[config.mk]
export PLATFORM = sky130hd
export DESIGN_NAME = btr_writer
export DESIGN_NICKNAME = d
export VERILOG_FILES = /design/src/rtl/btr_pkg.sv /design/src/rtl/btr_word_sel.sv /design/src/rtl/btr_ptr_step.sv /design/src/rtl/btr_capture_gate.sv /design/src/rtl/btr_writer.sv
export SDC_FILE = /design/constraint.sdc
export NUM_CORES = 1
export LEC_CHECK = 0
export BUFFER_PORTS_ARGS = -buffer_cell sky130_fd_sc_hd__buf_2
export CAP_MARGIN = 25
export CORE_ASPECT_RATIO = 1.4
export CORE_UTILIZATION = 45
export DETAILED_ROUTE_END_ITERATION = 8
export PLACE_DENSITY = 0.7
export RECOVER_POWER = 50
export SLEW_MARGIN = 20
export SYNTH_ARGS = -nofsm -noshare
export SYNTH_HDL_FRONTEND = slang
export SYNTH_SLANG_ARGS = --single-unit
[constraint.sdc]
create_clock -name clk -period 4 [get_ports clk]
set_clock_uncertainty 0.2 [all_clocks]
set_input_delay 0.2 -clock clk [delete_from_list [all_inputs] [get_ports clk]]
set_output_delay 0.2 -clock clk [all_outputs]
set_load 0.05 [all_outputs]
[src/rtl/btr_pkg.sv]
package btr_pkg;

    localparam int FIELD_W    = 64;
    localparam int WORD_W     = 32;
    localparam int NUM_FIELDS = 3;
    localparam int HALVES     = FIELD_W / WORD_W;
    localparam int MAX_WORDS  = NUM_FIELDS * HALVES;
    localparam int WORD_IDX_W = $clog2(MAX_WORDS);
    localparam int QUAL_W     = 2;

    localparam int CTL_W         = 5;
    localparam int CTL_TRACE_ON  = 0;
    localparam int CTL_STORE_ON  = 1;
    localparam int CTL_SKIP_KERN = 2;
    localparam int CTL_SKIP_USER = 3;
    localparam int CTL_WIDE      = 4;

    localparam int NARROW_BYTES = NUM_FIELDS * (WORD_W / 8);
    localparam int WIDE_BYTES   = NUM_FIELDS * (FIELD_W / 8);
    localparam int ALIGN_BITS   = 3;

    localparam logic [QUAL_W-1:0] QUAL_ARRIVE = 2'b10;
    localparam logic [QUAL_W-1:0] QUAL_DEPART = 2'b11;

    typedef enum logic [2:0] {
        SEL_BASE   = 3'd0,
        SEL_INDEX  = 3'd1,
        SEL_END    = 3'd2,
        SEL_THRESH = 3'd3,
        SEL_CTRL   = 3'd4,
        SEL_STATUS = 3'd5
    } sel_e;

    typedef enum logic {
        ST_IDLE  = 1'b0,
        ST_WRITE = 1'b1
    } phase_e;

    function automatic logic [FIELD_W-1:0] marker_head(input logic depart);
        return {{(FIELD_W-QUAL_W){1'b1}}, (depart ? QUAL_DEPART : QUAL_ARRIVE)};
    endfunction

endpackage

[src/rtl/btr_word_sel.sv]
module btr_word_sel
    import btr_pkg::*;
(
    input  logic [NUM_FIELDS-1:0][FIELD_W-1:0] fields,
    input  logic                               wide,
    input  logic [WORD_IDX_W-1:0]              word,
    output logic [WORD_W-1:0]                  data
);

    localparam int SLOTS = 1 << WORD_IDX_W;

    logic [SLOTS-1:0][WORD_W-1:0] wide_words;
    logic [SLOTS-1:0][WORD_W-1:0] narrow_words;

    generate
        for (genvar f = 0; f < NUM_FIELDS; f++) begin : g_field
            for (genvar h = 0; h < HALVES; h++) begin : g_half
                assign wide_words[f*HALVES + h] = fields[f][h*WORD_W +: WORD_W];
            end
            assign narrow_words[f] = fields[f][WORD_W-1:0];
        end
        for (genvar s = MAX_WORDS; s < SLOTS; s++) begin : g_pad_wide
            assign wide_words[s] = '0;
        end
        for (genvar s = NUM_FIELDS; s < SLOTS; s++) begin : g_pad_narrow
            assign narrow_words[s] = '0;
        end
    endgenerate

    assign data = wide ? wide_words[word] : narrow_words[word];

endmodule

[src/rtl/btr_ptr_step.sv]
module btr_ptr_step
    import btr_pkg::*;
#(
    parameter int ADDR_W = 32
) (
    input  logic [ADDR_W-1:0] start,
    input  logic [ADDR_W-1:0] base,
    input  logic [ADDR_W-1:0] endp,
    input  logic [ADDR_W-1:0] thr,
    input  logic              wide,
    output logic [ADDR_W-1:0] next_idx,
    output logic              crossed
);

    localparam logic [ADDR_W-1:0] REC_NARROW = ADDR_W'(NARROW_BYTES);
    localparam logic [ADDR_W-1:0] REC_WIDE   = ADDR_W'(WIDE_BYTES);

    logic [ADDR_W-1:0] advanced;

    always_comb begin
        advanced = start + (wide ? REC_WIDE : REC_NARROW);
        crossed  = (start < thr) && (advanced >= thr);
        next_idx = (advanced >= endp) ? base : advanced;
    end

endmodule

[src/rtl/btr_capture_gate.sv]
module btr_capture_gate
    import btr_pkg::*;
(
    input  logic [CTL_W-1:0] ctrl,
    input  logic             kernel,
    output logic             keep
);

    logic enabled;
    logic filtered;

    always_comb begin
        enabled  = ctrl[CTL_TRACE_ON] && ctrl[CTL_STORE_ON];
        filtered = kernel ? ctrl[CTL_SKIP_KERN] : ctrl[CTL_SKIP_USER];
        keep     = enabled && !filtered;
    end

endmodule

[src/rtl/btr_writer.sv]
module btr_writer
    import btr_pkg::*;
#(
    parameter int ADDR_W = 32
) (
    input  logic              clk,
    input  logic              rst_n,
    input  logic              cfg_we,
    input  logic [2:0]        cfg_sel,
    input  logic [ADDR_W-1:0] cfg_wdata,
    input  logic              br_valid,
    output logic              br_ready,
    input  logic [63:0]       br_src,
    input  logic [63:0]       br_dst,
    input  logic              br_kernel,
    input  logic              esc_valid,
    output logic              esc_ready,
    input  logic              esc_depart,
    input  logic [63:0]       esc_clock,
    input  logic [63:0]       esc_task,
    output logic              mem_valid,
    input  logic              mem_ready,
    output logic [ADDR_W-1:0] mem_addr,
    output logic [31:0]       mem_data,
    output logic [ADDR_W-1:0] idx_o,
    output logic              irq_o,
    output logic              irq_sticky_o
);

    localparam int BYTE_SHIFT = $clog2(WORD_W / 8);
    localparam logic [WORD_IDX_W-1:0] LAST_WIDE   = WORD_IDX_W'(MAX_WORDS - 1);
    localparam logic [WORD_IDX_W-1:0] LAST_NARROW = WORD_IDX_W'(NUM_FIELDS - 1);

    typedef struct packed {
        phase_e                           phase;
        logic [WORD_IDX_W-1:0]            word;
        logic                             wide;
        logic [ADDR_W-1:0]                start;
        logic [ADDR_W-1:0]                base;
        logic [ADDR_W-1:0]                idx;
        logic [ADDR_W-1:0]                endp;
        logic [ADDR_W-1:0]                thr;
        logic [CTL_W-1:0]                 ctrl;
        logic [NUM_FIELDS-1:0][FIELD_W-1:0] fields;
        logic                             irq;
        logic                             sticky;
    } wr_state_t;

    wr_state_t q, d;

    logic              keep_br;
    logic [ADDR_W-1:0] step_next;
    logic              step_cross;
    logic              last_word;
    logic              rec_done;
    logic              clr_status;
    logic [WORD_W-1:0] word_data;

    btr_capture_gate u_gate (
        .ctrl   (q.ctrl),
        .kernel (br_kernel),
        .keep   (keep_br)
    );

    btr_ptr_step #(.ADDR_W(ADDR_W)) u_step (
        .start    (q.start),
        .base     (q.base),
        .endp     (q.endp),
        .thr      (q.thr),
        .wide     (q.wide),
        .next_idx (step_next),
        .crossed  (step_cross)
    );

    btr_word_sel u_word (
        .fields (q.fields),
        .wide   (q.wide),
        .word   (q.word),
        .data   (word_data)
    );

    always_comb begin
        d          = q;
        d.irq      = 1'b0;
        rec_done   = 1'b0;
        clr_status = 1'b0;
        last_word  = (q.word == (q.wide ? LAST_WIDE : LAST_NARROW));
        esc_ready  = (q.phase == ST_IDLE);
        br_ready   = (q.phase == ST_IDLE) && !esc_valid;

        case (q.phase)
            ST_IDLE: begin
                if (esc_valid) begin
                    d.phase     = ST_WRITE;
                    d.word      = '0;
                    d.wide      = q.ctrl[CTL_WIDE];
                    d.start     = q.idx;
                    d.fields[0] = marker_head(esc_depart);
                    d.fields[1] = esc_clock;
                    d.fields[2] = esc_task;
                end else if (br_valid && keep_br) begin
                    d.phase     = ST_WRITE;
                    d.word      = '0;
                    d.wide      = q.ctrl[CTL_WIDE];
                    d.start     = q.idx;
                    d.fields[0] = br_src;
                    d.fields[1] = br_dst;
                    d.fields[2] = '0;
                end
            end
            ST_WRITE: begin
                if (mem_ready) begin
                    if (last_word) begin
                        rec_done = 1'b1;
                        d.phase  = ST_IDLE;
                        d.word   = '0;
                    end else begin
                        d.word = q.word + 1'b1;
                    end
                end
            end
            default: d.phase = ST_IDLE;
        endcase

        if (cfg_we) begin
            case (cfg_sel)
                SEL_BASE:   d.base = {cfg_wdata[ADDR_W-1:ALIGN_BITS], {ALIGN_BITS{1'b0}}};
                SEL_INDEX:  d.idx  = cfg_wdata;
                SEL_END:    d.endp = cfg_wdata;
                SEL_THRESH: d.thr  = cfg_wdata;
                SEL_CTRL:   d.ctrl = cfg_wdata[CTL_W-1:0];
                SEL_STATUS: clr_status = cfg_wdata[0];
                default:    ;
            endcase
        end

        if (rec_done) begin
            d.idx = step_next;
            d.irq = step_cross;
        end
        d.sticky = (q.sticky && !clr_status) || d.irq;
    end

    always_ff @(posedge clk or negedge rst_n) begin
        if (!rst_n) q <= '0;
        else        q <= d;
    end

    assign mem_valid    = (q.phase == ST_WRITE);
    assign mem_addr     = q.start + (ADDR_W'(q.word) << BYTE_SHIFT);
    assign mem_data     = word_data;
    assign idx_o        = q.idx;
    assign irq_o        = q.irq;
    assign irq_sticky_o = q.sticky;

    AST_MEM_HOLD: assert property (@(posedge clk) disable iff (!rst_n)
        (mem_valid && !mem_ready) |=> (mem_valid && $stable(mem_addr) && $stable(mem_data)));
    AST_IRQ_SINGLE: assert property (@(posedge clk) disable iff (!rst_n)
        irq_o |=> !irq_o);
    AST_IRQ_LATCHED: assert property (@(posedge clk) disable iff (!rst_n)
        irq_o |-> irq_sticky_o);
    AST_IDX_QUIET: assert property (@(posedge clk) disable iff (!rst_n)
        (!cfg_we && !(mem_valid && mem_ready)) |=> $stable(idx_o));
    AST_MARKER_FIRST: assert property (@(posedge clk) disable iff (!rst_n)
        (esc_valid && br_valid && esc_ready) |-> !br_ready);
    AST_NO_ACCEPT_BUSY: assert property (@(posedge clk) disable iff (!rst_n)
        mem_valid |-> (!esc_ready && !br_ready));

endmodule

==> summary.txt <==
CTS
  – Worst-path clk slew: 0.06 ns
  – Clock Latency Late Sink: 0.54 ns
  – CTS root buf: clkbuf_16
  – Clk sinks: 361
  – CTS tree: done
  – CTS Buf Count: 39
  – Clk buf depth: 3
  – # H-tree levels: 2

Cells and area
  – Fraction of layout cells with a size suffix above 1: 28.3%
  – Fin nets: 2991
  – Final instance area: 27600 µm²
  – Area grow syn2layout: 36.6%

Critical path
  – Kind of critical path: reg2reg
  – Worst path slowest cell: dfrtp_2
  – Peak fanout along the critical path: 14
  – Worst Path Required: 4.22 ns
  – Reg2reg setup slack: 0.08 ns
  – RR Startpoint: q[359]
  – Worst setup EP type: flop
  – Worst-path cell chain: ha_1, o21ai_0, a211o_1, buf_12, nor2_2, xor2_1, ha_1, nand4_1, or3_4, o22ai_1, o41a_1, buf_4, or2_4, buf_12, o311a_1
  – CP arrival: 4.14 ns
  – R2R Path End: idx_o[30]
  – R2R cell count: 15
  – Setup crit start kind: flop
  – CP peak stage delay: 0.43 ns

Logic synthesis
  – Yosys top cell area share: 44.7%
  – Distinct cell type count after synthesis: 66
  – Most common cell in the netlist: dfrtp_1
  – Synth Warn #: 0
  – Synth Flop Type: dfrtp_1
  – Mapped cell area: 20200 µm²
  – Flops & latches, synth: 361
  – Post-Syn Nets: 2313
  – Cell taking the most area after synthesis: dfrtp_1
  – Synth area leaders: dfrtp_1 (45%), ha_1 (6.2%), mux2_2 (5.5%)
  – Register area share after synthesis: 44.7%
  – Commonest cells in the synthesized netlist: dfrtp_1 (361), nand2_1 (233), o21ai_0 (120)
  – Avg Cell Area, Syn: 10.6 µm²
  – Async set or reset register ratio after synthesis: 100%
  – Post-synth EDFFs: 0
  – Cells after synthesis: 1912

Routing
  – Routed WL: 73500 µm
  – DR vias: 18988
  – First-pass DRT Iterations: 7
  – Wire per inst: 23.1 µm
  – Via-per-instance ratio: 5.97
  – Post-route DRC: 0
  – Antenna-violating nets left: 0
  – Drt initial violations: 1235

Power
  – Net Sw Power: 0.00993 W
  – Pleak: 12.5 nW
  – Part of the power in registers: 29.2%
  – Pint: 0.0116 W
  – Peak VDD IR: 0.000448 V
  – Switching Share: 46.0%
  – Combinational group share of total power: 53.4%
  – P per Cell Area: 781 nW/µm²
  – Clock power frac: 17.5%

Timing
  – Setup TNS: 0 ns
  – Hold Fails Final Rpt: 0
  – Worst Tran Pin Value: 2.66 ns
  – Tmin final: 3.92 ns
  – Max-Slew Margin vs Limit: -77.4%
  – Final setup viols: 0
  – Slew Viols, Final: 345
  – Crit share post-route: 97.9%
  – Highest clock rate: 255 MHz

GRT
  – First-pass GRT wire length: 112000 µm
  – Grt total ovfl: 0
  – Vias in the first global route: 19987
  – Largest net degree at the start of global routing: 107
  – Initial antenna violation count: 2
  – Tot GR Track Use: 31.5%

Die
  – Die Footprint: 45800 µm²
  – # IOs: 400
  – Site Rows: 91
  – Starting Density: 45.8%
  – Core ar.: 44200 µm²
  – Die Wd: 181 µm
  – Die H: 253 µm

Placement
  – Port Buffers: 399
  – Global placement routability congestion: 0.957
  – Area of placed instances: 23100 µm²
  – DP HPWL: 46700 µm

Outcome
  – Status: finished with violations
  – Failing checks: max-capacitance violations, max-slew violations

Hold path
  – Hold_sp: esc_valid
  – Worst hold-check path type: in2reg
  – Hold Path Cell Cnt: 3
  – Hold Path End: mem_valid

Run
  – Max-cap violations: 5
-- registers in the layout, summed over array words and instances (netlist names) --
register,count
q,326
idx_o,32
mem_valid,1
irq_sticky_o,1
irq_o,1
-- metal layers --
metal	global-route usage [%]	share of wire, %	vias up	routed length [µm]
li1	-	-	8361	-
met1	36.6	37	9270	27400
met2	55.4	50	1088	36700
met3	5.28	7.3	269	5330
met4	17.3	5.6	0	4120
met5	0	0	-	0
-- cell families (layout without fill, tap and decap cells) --
family | Yosys count | in the layout | synth area share (%)
adders and majority gates | 102 | 102 | 6.35
buffers and inverters | 253 | 962 | 5.52
and+or+nand+nor | 456 | 456 | 10.2
xor gates and xnor gates | 57 | 57 | 2.47
AOI/OAI and AO/OA | 457 | 457 | 17.1
DFF | 361 | 361 | 44.7
other | 0 | 2 | 0
muxes | 226 | 226 | 13.8
-- power by group through the flow --
stage	Combinational [W]	Sequential [W]	Clock, W
final	0.0115	0.00629	0.00377
after global routing	0.0123	0.00641	0.00396
after CTS	0.0112	0.00618	0.00383
after detailed placement	0.0109	0.00623	0
after global placement	0.0107	0.00616	0
after floorplan	0.00803	0.00584	0
-- stage by stage --
| step | total power (W) | setup WS [ns] | instances | hold WS, ns | util (%) |
|---|---|---|---|---|---|
| finish | 0.0216 | 0.0835 | 3181 | 0.102 | 62.6 |
| floorplan | 0.0139 | 0.00451 | 1912 | -0.296 | - |
| global route | 0.0226 | -0.0655 | 3181 | 0.165 | 62.6 |
| detailed placement | 0.0171 | -0.162 | 2795 | -0.0930 | 52.4 |
| global placement | 0.0169 | -0.0930 | 2795 | -0.0926 | 52.4 |
| CTS | 0.0212 | 0.00238 | 3169 | 0.0567 | 62.3 |
-- final cells by class --
type / instances / area [µm²]
Clock buffer: 51 / 1110
Tap cell: 558 / 698
Multi-Input combinational cell: 1298 / 10300
Inverter: 74 / 280
Fill cell: 3441 / 16500
Antenna cell: 2 / 5.00
Sequential cell: 361 / 9040
Timing Repair Buffer: 816 / 5970
Clock inverter: 21 / 211
-- worst max-delay path: cells and delay by family, from the launching register on --
kind                     cells  cell delay, ns
AO/OA/AOI/OAI                5            1.20
XOR/XNOR                     1            0.21
adder cells (fa/ha/maj)      2            0.58
buffers and inverters        3            0.50
flip-flops                   1            0.43
AND/OR/NAND/NOR              4            0.67
-- worst max path at each step --
stage | startpoint | endpoint | slack (ns) | cells after the start
2_1_floorplan | q[359] | idx_o[26] | 0.005 | 17
3_3_place_gp | q[359] | irq_sticky_o | -0.09 | 15
3_5_place_dp | q[359] | irq_sticky_o | -0.16 | 15
4_1_cts | q[359] | irq_sticky_o | 0.002 | 15
5_1_grt | q[359] | idx_o[7] | -0.07 | 15
6_report | q[359] | idx_o[30] | 0.08 | 15
-- cells in the final DEF (no fill, tap or decap), types with 31 or more instances in the layout --
cell and n:
ha_1 100, clkbuf_16 42, o21ai_0 119, xor2_1 35, o32ai_1 31, nand2_1 232
nor2_1 90, mux2_2 99, mux2i_1 95, a22oi_1 32, dfrtp_1 357, buf_2 359
a22o_1 65, o22a_1 63, clkbuf_1 44, a221oi_1 35, buf_4 101, dlygate4sd3_1 300
mux4_2 32, inv_1 72
-- what timing repair did --
| action | in CTS | in global routing |
|---|---|---|
| gates cloned | 0 | 2 |
| resized for setup | 3 | 27 |
| endpoints found under the setup margin | 33 | 34 |
| buffers inserted | 1 | 8 |
| pin swaps | 1 | 13 |
| hold buffers | 301 | 0 |
| endpoints found under the hold margin | 687 | 0 |
(Power assumes the default switching activity.)
